## config.mk

```make
export PLATFORM = sky130hd
export DESIGN_NAME = tmr_irq_regs
export DESIGN_NICKNAME = d
export VERILOG_FILES = /design/src/rtl/tmr_irq_pkg.sv /design/src/rtl/tmr_irq_flag.sv /design/src/rtl/tmr_irq_enable.sv /design/src/rtl/tmr_irq_rdmux.sv /design/src/rtl/tmr_irq_regs.sv
export SDC_FILE = /design/constraint.sdc
export NUM_CORES = 1
export LEC_CHECK = 0
export ABC_AREA = 1
export BUFFER_PORTS_ARGS = -buffer_cell sky130_fd_sc_hd__clkbuf_2
export CAP_MARGIN = 20
export CORE_UTILIZATION = 45
export DETAILED_ROUTE_END_ITERATION = 6
export PLACE_DENSITY_LB_ADDON = 0.2
export SYNTH_ARGS = -nofsm -noshare
export SYNTH_HDL_FRONTEND = slang
export SYNTH_SLANG_ARGS = --single-unit
export TNS_END_PERCENT = 100
```

## constraint.sdc

```tcl
create_clock -name clk -period 1.42 [get_ports clk]
set_input_delay 0.142 -clock clk [delete_from_list [all_inputs] [get_ports clk]]
set_output_delay 0.142 -clock clk [all_outputs]
set_load 0.01 [all_outputs]
```

## src/rtl/tmr_irq_pkg.sv

```systemverilog
package tmr_irq_pkg;

   localparam int REG_W   = 8;
   localparam int OVF_POS = 7;
   localparam int MAX_CMP = 4;

   // bits between the last channel and the overflow bit read back as 1
   function automatic logic [REG_W-1:0] fill_mask(input int ncmp);
      logic [REG_W-1:0] m;
      m = '0;
      for (int b = 0; b < OVF_POS; b++) begin
         if (b >= ncmp) m[b] = 1'b1;
      end
      return m;
   endfunction

   function automatic logic [REG_W-1:0] pack_reg(input logic ovf,
                                                 input logic [MAX_CMP-1:0] chan,
                                                 input int ncmp);
      logic [REG_W-1:0] v;
      v = fill_mask(ncmp);
      v[OVF_POS] = ovf;
      for (int b = 0; b < MAX_CMP; b++) begin
         if (b < ncmp) v[b] = chan[b];
      end
      return v;
   endfunction

endpackage

```

## src/rtl/tmr_irq_flag.sv

```systemverilog
module tmr_irq_flag (
   input  logic clk,
   input  logic rst_n,
   input  logic set_i,
   input  logic rd_hit_i,
   input  logic wr_hit_i,
   input  logic wbit_i,
   output logic flag_o
);

   logic flag_q, armed_q;
   logic clr_req;

   assign clr_req = wr_hit_i && !wbit_i && armed_q;

   always_ff @(posedge clk or negedge rst_n) begin
      if (!rst_n) begin
         flag_q  <= 1'b0;
         armed_q <= 1'b0;
      end else begin
         if (set_i) begin
            flag_q <= 1'b1;
            if (clr_req) armed_q <= 1'b0;
            else if (rd_hit_i && flag_q) armed_q <= 1'b1;
         end else if (clr_req) begin
            flag_q  <= 1'b0;
            armed_q <= 1'b0;
         end else if (rd_hit_i && flag_q) begin
            armed_q <= 1'b1;
         end
      end
   end

   assign flag_o = flag_q;

endmodule

```

## src/rtl/tmr_irq_enable.sv

```systemverilog
module tmr_irq_enable #(
   parameter int NUM_CMP = 4
) (
   input  logic               clk,
   input  logic               rst_n,
   input  logic               wr_hit_i,
   input  logic [7:0]         wdata_i,
   output logic               ovf_en_o,
   output logic [NUM_CMP-1:0] cmp_en_o
);

   always_ff @(posedge clk or negedge rst_n) begin
      if (!rst_n) begin
         ovf_en_o <= 1'b0;
         cmp_en_o <= '0;
      end else if (wr_hit_i) begin
         ovf_en_o <= wdata_i[tmr_irq_pkg::OVF_POS];
         cmp_en_o <= wdata_i[NUM_CMP-1:0];
      end
   end

endmodule

```

## src/rtl/tmr_irq_rdmux.sv

```systemverilog
module tmr_irq_rdmux #(
   parameter int          RD_LATENCY = 0,
   parameter logic [7:0]  IDLE_VAL   = 8'h70
) (
   input  logic       clk,
   input  logic       rst_n,
   input  logic       sel_en_i,
   input  logic [7:0] stat_i,
   input  logic [7:0] en_i,
   output logic [7:0] rdata_o
);

   logic [7:0] mux_val;
   assign mux_val = sel_en_i ? en_i : stat_i;

   generate
      if (RD_LATENCY == 0) begin : g_comb
         assign rdata_o = mux_val;
      end else begin : g_reg
         logic [7:0] rd_q;
         always_ff @(posedge clk or negedge rst_n) begin
            if (!rst_n) rd_q <= IDLE_VAL;
            else        rd_q <= mux_val;
         end
         assign rdata_o = rd_q;
      end
   endgenerate

endmodule

```

## src/rtl/tmr_irq_regs.sv

```systemverilog
module tmr_irq_regs #(
   parameter int ADDR_W     = 1,
   parameter int NUM_CMP    = 4,
   parameter int STAT_ADDR  = 0,
   parameter int EN_ADDR    = 1,
   parameter int RD_LATENCY = 0
) (
   input  logic               clk,
   input  logic               rst_n,
   input  logic [ADDR_W-1:0]  addr,
   input  logic               rd_en,
   input  logic               wr_en,
   input  logic [7:0]         wdata,
   output logic [7:0]         rdata,
   input  logic               ovf_evt,
   input  logic [NUM_CMP-1:0] cmp_evt,
   output logic               ovf_irq,
   output logic [NUM_CMP-1:0] cmp_irq
);

   import tmr_irq_pkg::*;

   localparam int         NUM_FLAGS = NUM_CMP + 1;
   localparam logic [7:0] RST_VAL   = fill_mask(NUM_CMP);

   generate
      if (NUM_CMP < 1 || NUM_CMP > MAX_CMP) begin : g_bad_cmp
         $error("tmr_irq_regs: NUM_CMP must be 1..4");
      end
      if (STAT_ADDR == EN_ADDR) begin : g_bad_addr
         $error("tmr_irq_regs: register addresses must differ");
      end
      if (RD_LATENCY != 0 && RD_LATENCY != 1) begin : g_bad_lat
         $error("tmr_irq_regs: RD_LATENCY must be 0 or 1");
      end
   endgenerate

   logic stat_sel, en_sel;
   logic stat_rd, stat_wr, en_wr;

   assign stat_sel = (addr == ADDR_W'(STAT_ADDR));
   assign en_sel   = (addr == ADDR_W'(EN_ADDR));
   assign stat_rd  = rd_en && stat_sel;
   assign stat_wr  = wr_en && stat_sel;
   assign en_wr    = wr_en && en_sel;

   // index NUM_CMP is the overflow flag, the rest are channels
   logic [NUM_FLAGS-1:0] evt_vec, wbit_vec, flag_vec, en_vec;

   assign evt_vec  = {ovf_evt, cmp_evt};
   assign wbit_vec = {wdata[OVF_POS], wdata[NUM_CMP-1:0]};

   genvar gi;
   generate
      for (gi = 0; gi < NUM_FLAGS; gi++) begin : g_flag
         tmr_irq_flag u_flag (
            .clk      (clk),
            .rst_n    (rst_n),
            .set_i    (evt_vec[gi]),
            .rd_hit_i (stat_rd),
            .wr_hit_i (stat_wr),
            .wbit_i   (wbit_vec[gi]),
            .flag_o   (flag_vec[gi])
         );
      end
   endgenerate

   logic               ovf_en;
   logic [NUM_CMP-1:0] cmp_en;

   tmr_irq_enable #(.NUM_CMP(NUM_CMP)) u_enable (
      .clk      (clk),
      .rst_n    (rst_n),
      .wr_hit_i (en_wr),
      .wdata_i  (wdata),
      .ovf_en_o (ovf_en),
      .cmp_en_o (cmp_en)
   );

   assign en_vec = {ovf_en, cmp_en};

   logic [MAX_CMP-1:0] flag_pad, en_pad;
   logic [7:0]         stat_byte, en_byte;

   always_comb begin
      flag_pad = '0;
      en_pad   = '0;
      flag_pad[NUM_CMP-1:0] = flag_vec[NUM_CMP-1:0];
      en_pad[NUM_CMP-1:0]   = cmp_en;
      stat_byte = pack_reg(flag_vec[NUM_CMP], flag_pad, NUM_CMP);
      en_byte   = pack_reg(ovf_en, en_pad, NUM_CMP);
   end

   tmr_irq_rdmux #(.RD_LATENCY(RD_LATENCY), .IDLE_VAL(RST_VAL)) u_rdmux (
      .clk      (clk),
      .rst_n    (rst_n),
      .sel_en_i (en_sel),
      .stat_i   (stat_byte),
      .en_i     (en_byte),
      .rdata_o  (rdata)
   );

   logic [NUM_FLAGS-1:0] irq_vec;
   assign irq_vec = flag_vec & en_vec;
   assign ovf_irq = irq_vec[NUM_CMP];
   assign cmp_irq = irq_vec[NUM_CMP-1:0];

endmodule

```

# ---- Word level (Yosys, flattened, before mapping)
# Cells that the tools add are included.
dict set report word_totals {
  input_bits 18
  memories 0
  mem_bits_rw 0
  rom_bits 0
  regBits 15
  latchBits 0
}
dict set report op_classes {
  reduce_logical 33
  n_mul 0
  n_eq_ne 0
  n_div 0
  n_shift 0
  n_mux 21
  n_bitwise 2
  order_cmp 0
  addsub 0
}
# op n
set op_table {}
lappend op_table {{2-to-1 mux 1 bit} 20}
lappend op_table {{nonzero test 2 bit} 10}
lappend op_table {{logical AND 1 bit} 18}
lappend op_table {{2-to-1 mux 8 bit} 1}
lappend op_table {{bitwise AND 5 bit} 1}
lappend op_table {{logical NOT 1 bit} 5}
lappend op_table {{NOT 1 bit} 1}

# ---- Depth between registers and ports, before layout
dict set report depth {
  word_depth 6
  ltp_mapped 5
  ltp_nobuf 5
}

# ---- Hierarchy
# From an unflattened synthesis, not the netlist that was laid out.
dict set report unflattened {
  hier_cells 124
  hier_area_um2 798.3
}
# mod seq_area_each_um2 cells_per_inst area_each_um2 instances
set modules_own_cells {}
lappend modules_own_cells {tmr_irq_flag 50.0 12 88.8 5}
lappend modules_own_cells {tmr_irq_enable 125.1 21 185.2 1}
lappend modules_own_cells {tmr_irq_rdmux 0.0 26 105.1 1}
lappend modules_own_cells {tmr_irq_regs 0.0 17 63.8 1}

# ---- Least setup slack after synthesis
# Ideal clock, no wire load.
dict set report synth_path {
  path_type {flip-flop to flip-flop}
  startpoint {register g_flag[0].u_flag.armed_q}
  endpoint {register g_flag[0].u_flag.flag_q}
  stages_incl_launch_ff 6
  t_required_ns 1.303
  path_slack_ns 0.732
  setup_ns 0.117
  period_less_slack_ns 0.688
  arrival_ns 0.571
  cell_sequence {dfrtp_1 -> inv_2 -> nor2_1 -> nand2_1 -> nand2_1 -> nand2_1}
}
dict set report synth_via {
  elab_chain_cells 2
}
# element line
set synth_rtl {}
lappend synth_rtl {{start, declared} tmr_irq_flag.sv:11} ;# logic flag_q, armed_q;
lappend synth_rtl {{start signal, assigned} tmr_irq_flag.sv:19} ;# armed_q <= 1'b0;
lappend synth_rtl {{start signal, assigned} tmr_irq_flag.sv:23} ;# if (clr_req) armed_q <= 1'b0;
lappend synth_rtl {{start signal, assigned} tmr_irq_flag.sv:24} ;# else if (rd_hit_i && flag_q) armed_q <= 1'b1;
lappend synth_rtl {{logical AND 1 bit} tmr_irq_flag.sv:14} ;# assign clr_req = wr_hit_i && !wbit_i && armed_q;
lappend synth_rtl {{nonzero test 2 bit (no source line)} n/a}
lappend synth_rtl {{end signal, assigned} tmr_irq_flag.sv:18} ;# flag_q <= 1'b0;
lappend synth_rtl {{end signal, assigned} tmr_irq_flag.sv:22} ;# flag_q <= 1'b1;
lappend synth_rtl {{end signal, assigned} tmr_irq_flag.sv:26} ;# flag_q <= 1'b0;
lappend synth_rtl {{end, declared} tmr_irq_flag.sv:11}
# No other way between the ends.
# A chain may end at the register's enable or synchronous reset.

# ---- Worst setup path after layout
dict set report layout_path {
  startpoint {register g_flag[0].u_flag.flag_q}
  endpoint {output port rdata[0]}
}
dict set report layout_via {
  elab_chain_cells 1
}
# element line
set layout_rtl {}
lappend layout_rtl {{2-to-1 mux 8 bit} tmr_irq_rdmux.sv:14} ;# assign mux_val = sel_en_i ? en_i : stat_i;
lappend layout_rtl {{end, declared} tmr_irq_regs.sv:14} ;# output logic [7:0] rdata,
# No other way between the ends.

==> results.ini <==
[floorplan]
ios = 31
rows = 14
start_util_pct = 50.2
core_um2 = 1560
die_area_um2 = 1910
dieHeight_um = 43.7
dieWidth_um = 43.7

[finish]
fin_area_um2 = 936
antenna_cells = 0
drive_gt1_share_pct = 24.8
fin_nets = 160
area_delta_synth_final_pct = 19.7

[timing]
fmax_mhz = 912
fin_crit_sh_pct = 77.2
hold_slack_ns = 0.0336
timing.final.ws_setup_ns = 0.323
rsz0062_at_grt = no
setup_tns_ns = 0
slew_violations = 0
fin_skew_ns = 0.000762
timing_hold_violations_final = 0
finalSetupViolations = 0
period_minus_slack_ns = 1.10

[place]
hpwl_um = 1140
place_ws_ns = 0.446
io_buffers = 24
placed_area_um2 = 900
gp_congestion = 0.759

[yosys]
synth-seq-cells = 15
synth.distinct_cells = 9
yosysSeqAreaShare_pct = 48.0
synth_common_cells = 56 x nand2_1, 15 x dfrtp_1, 15 x inv_1, 10 x nand3_1, 7 x inv_2
synth-main-ff-cell = dfrtp_1
synth_top_area_share_pct = 48.0
yosys_warnings = 0
yosysMostFrequentCell = nand2_1
synth_edf_count = 0
netlist_area_um2 = 782
avgSynthCellArea_um2 = 6.86
syn_inst = 114
synth_area_leaders = dfrtp_1 48%, nand2_1 27%, inv_1 7.2%
yosysTopAreaCell = dfrtp_1
async_reset_ff_share_pct = 100

[clock_tree]
cts_buffers = 3
clock_latency_ns = 0.29
cts_tree = yes
cts_setup_buffers = 0
cts.sinks = 15
clkSlewWorstSetupHoldPaths_ns = 0.09
htree_num_levels = 1
clockBufferDepth = 2
holdBufCountCts = 1
cts_resized = 0
root_buffer = clkbuf_4

[power_and_ir_drop]
vdd_drop_max_v = 0.000587
p_per_area_nw_per_um2 = 1060
leakagePower_nw = 0.610

[critical_path]
endpoint_kind = primary output
worstPathRequired_ns = 1.28
startpoint = g_flag[0].u_flag.flag_o$_DFFE_PN0P_
worst_ep_arrival_time_ns = 0.95
r2r-start = g_flag[0].u_flag.armed_q$_DFFE_PN0P_
startpoint_type = register
crit_type = reg -> out
critPathMaxFanout = 4

[detailed_routing]
met2_wirelength_um = 707
drcViolationCount = 1
viasPerCell = 4.57
wl_met3_um = 66
routed.top_layer = met4
drt_iter0_markers = 16
wire_per_inst_um = 9.67
vias = 718
wl_met1_um = 719
finalWirelength_um = 1520
antenna_left = 0
firstDrtPassIters = 6

[status]
violations = DRC
status = finished with violations

[global_routing]
antenna_found_initial = 0
grt_use_total_pct = 18.7
grt_overflow = 0
grt_pass1_wl_um = 2600
grt_pass1_vias = 603
grt_max_degree = 16

[run]
maxCapViolCount = 0

[hold_path]
hp-start = cmp_evt[3]
min_path_type = in -> reg

## logic make-up after synthesis
family                 share of synthesized area, %
buffers and inverters                          14.4
DFF                                            48.0
other                                         0.480
and+or+nand+nor                                37.1
## worst paths after layout
| path | endpoint | slack (ns) | depth (start not counted) |
|---|---|---|---|
| min in group asynchronous | g_flag[2].u_flag.flag_o$_DFFE_PN0P_ | 0.29 | 2 |
| worst min-delay path | g_flag[3].u_flag.flag_o$_DFFE_PN0P_ | 0.03 | 3 |
| max in group asynchronous | g_flag[0].u_flag.flag_o$_DFFE_PN0P_ | 0.86 | 2 |
| worst min register to register | u_enable.cmp_en_o[1]$_DFFE_PN0P_ | 0.51 | 2 |
| worst max register to register | g_flag[0].u_flag.flag_o$_DFFE_PN0P_ | 0.65 | 5 |
| worst max-delay path | rdata[0] | 0.32 | 3 |
## area by class of cell
cell class | instances | area, um^2
Tap cell | 16 | 20.0
Fill cell | 161 | 623
Inverter | 22 | 82.6
Clock buffer | 4 | 26.3
Timing Repair Buffer | 25 | 130
Multi-Input combinational cell | 75 | 302
Sequential cell | 15 | 375
## report_power, final
part           switching, W  total, W  internal [W]
clock network      0.000141  0.000251      0.000109
logic              0.000138  0.000228     0.0000907
registers         0.0000324  0.000510      0.000477
total              0.000311  0.000989      0.000677
## placed cells by master (no fill, tap or decap)
cell type	n
inv_1	15
dlygate4sd3_1	1
clkbuf_2	24
nor2_1	5
clkbuf_1	1
clkbuf_4	3
nor2_4	1
nand2_1	56
conb_1	3
nand3_1	10
dfrtp_1	15
inv_2	7
## critical path: stages, from the launching register on
cell      delay [ns]
dfrtp_1         0.42
nand2_1         0.08
nand2_1         0.04
clkbuf_2        0.12
## sequential cells by signal, summed over array words and instances, names as in the netlist
name                   count
u_enable.ovf_en_o          1
u_enable.cmp_en_o          4
g_flag.u_flag.flag_o       5
g_flag.u_flag.armed_q      5
## routing by layer
layer / vias to the layer above / global-route usage (%)
met5: - / 0
met4: 0 / 9.38
met3: 2 / 2.50
met2: 20 / 27.8
met1: 315 / 26.9
li1: 381 / -
## stage by stage
step | util [%] | instances | total power (W)
2_1_floorplan | - | 116 | 0.000663
3_3_place_gp | 57.7 | 152 | 0.000737
3_5_place_dp | 57.7 | 152 | 0.000747
4_1_cts | 60.0 | 157 | 0.000997
5_1_grt | 60.0 | 157 | 0.00104
6_report | 60.0 | 157 | 0.000989
No activity file was read; power rests on OpenSTA's default activity.
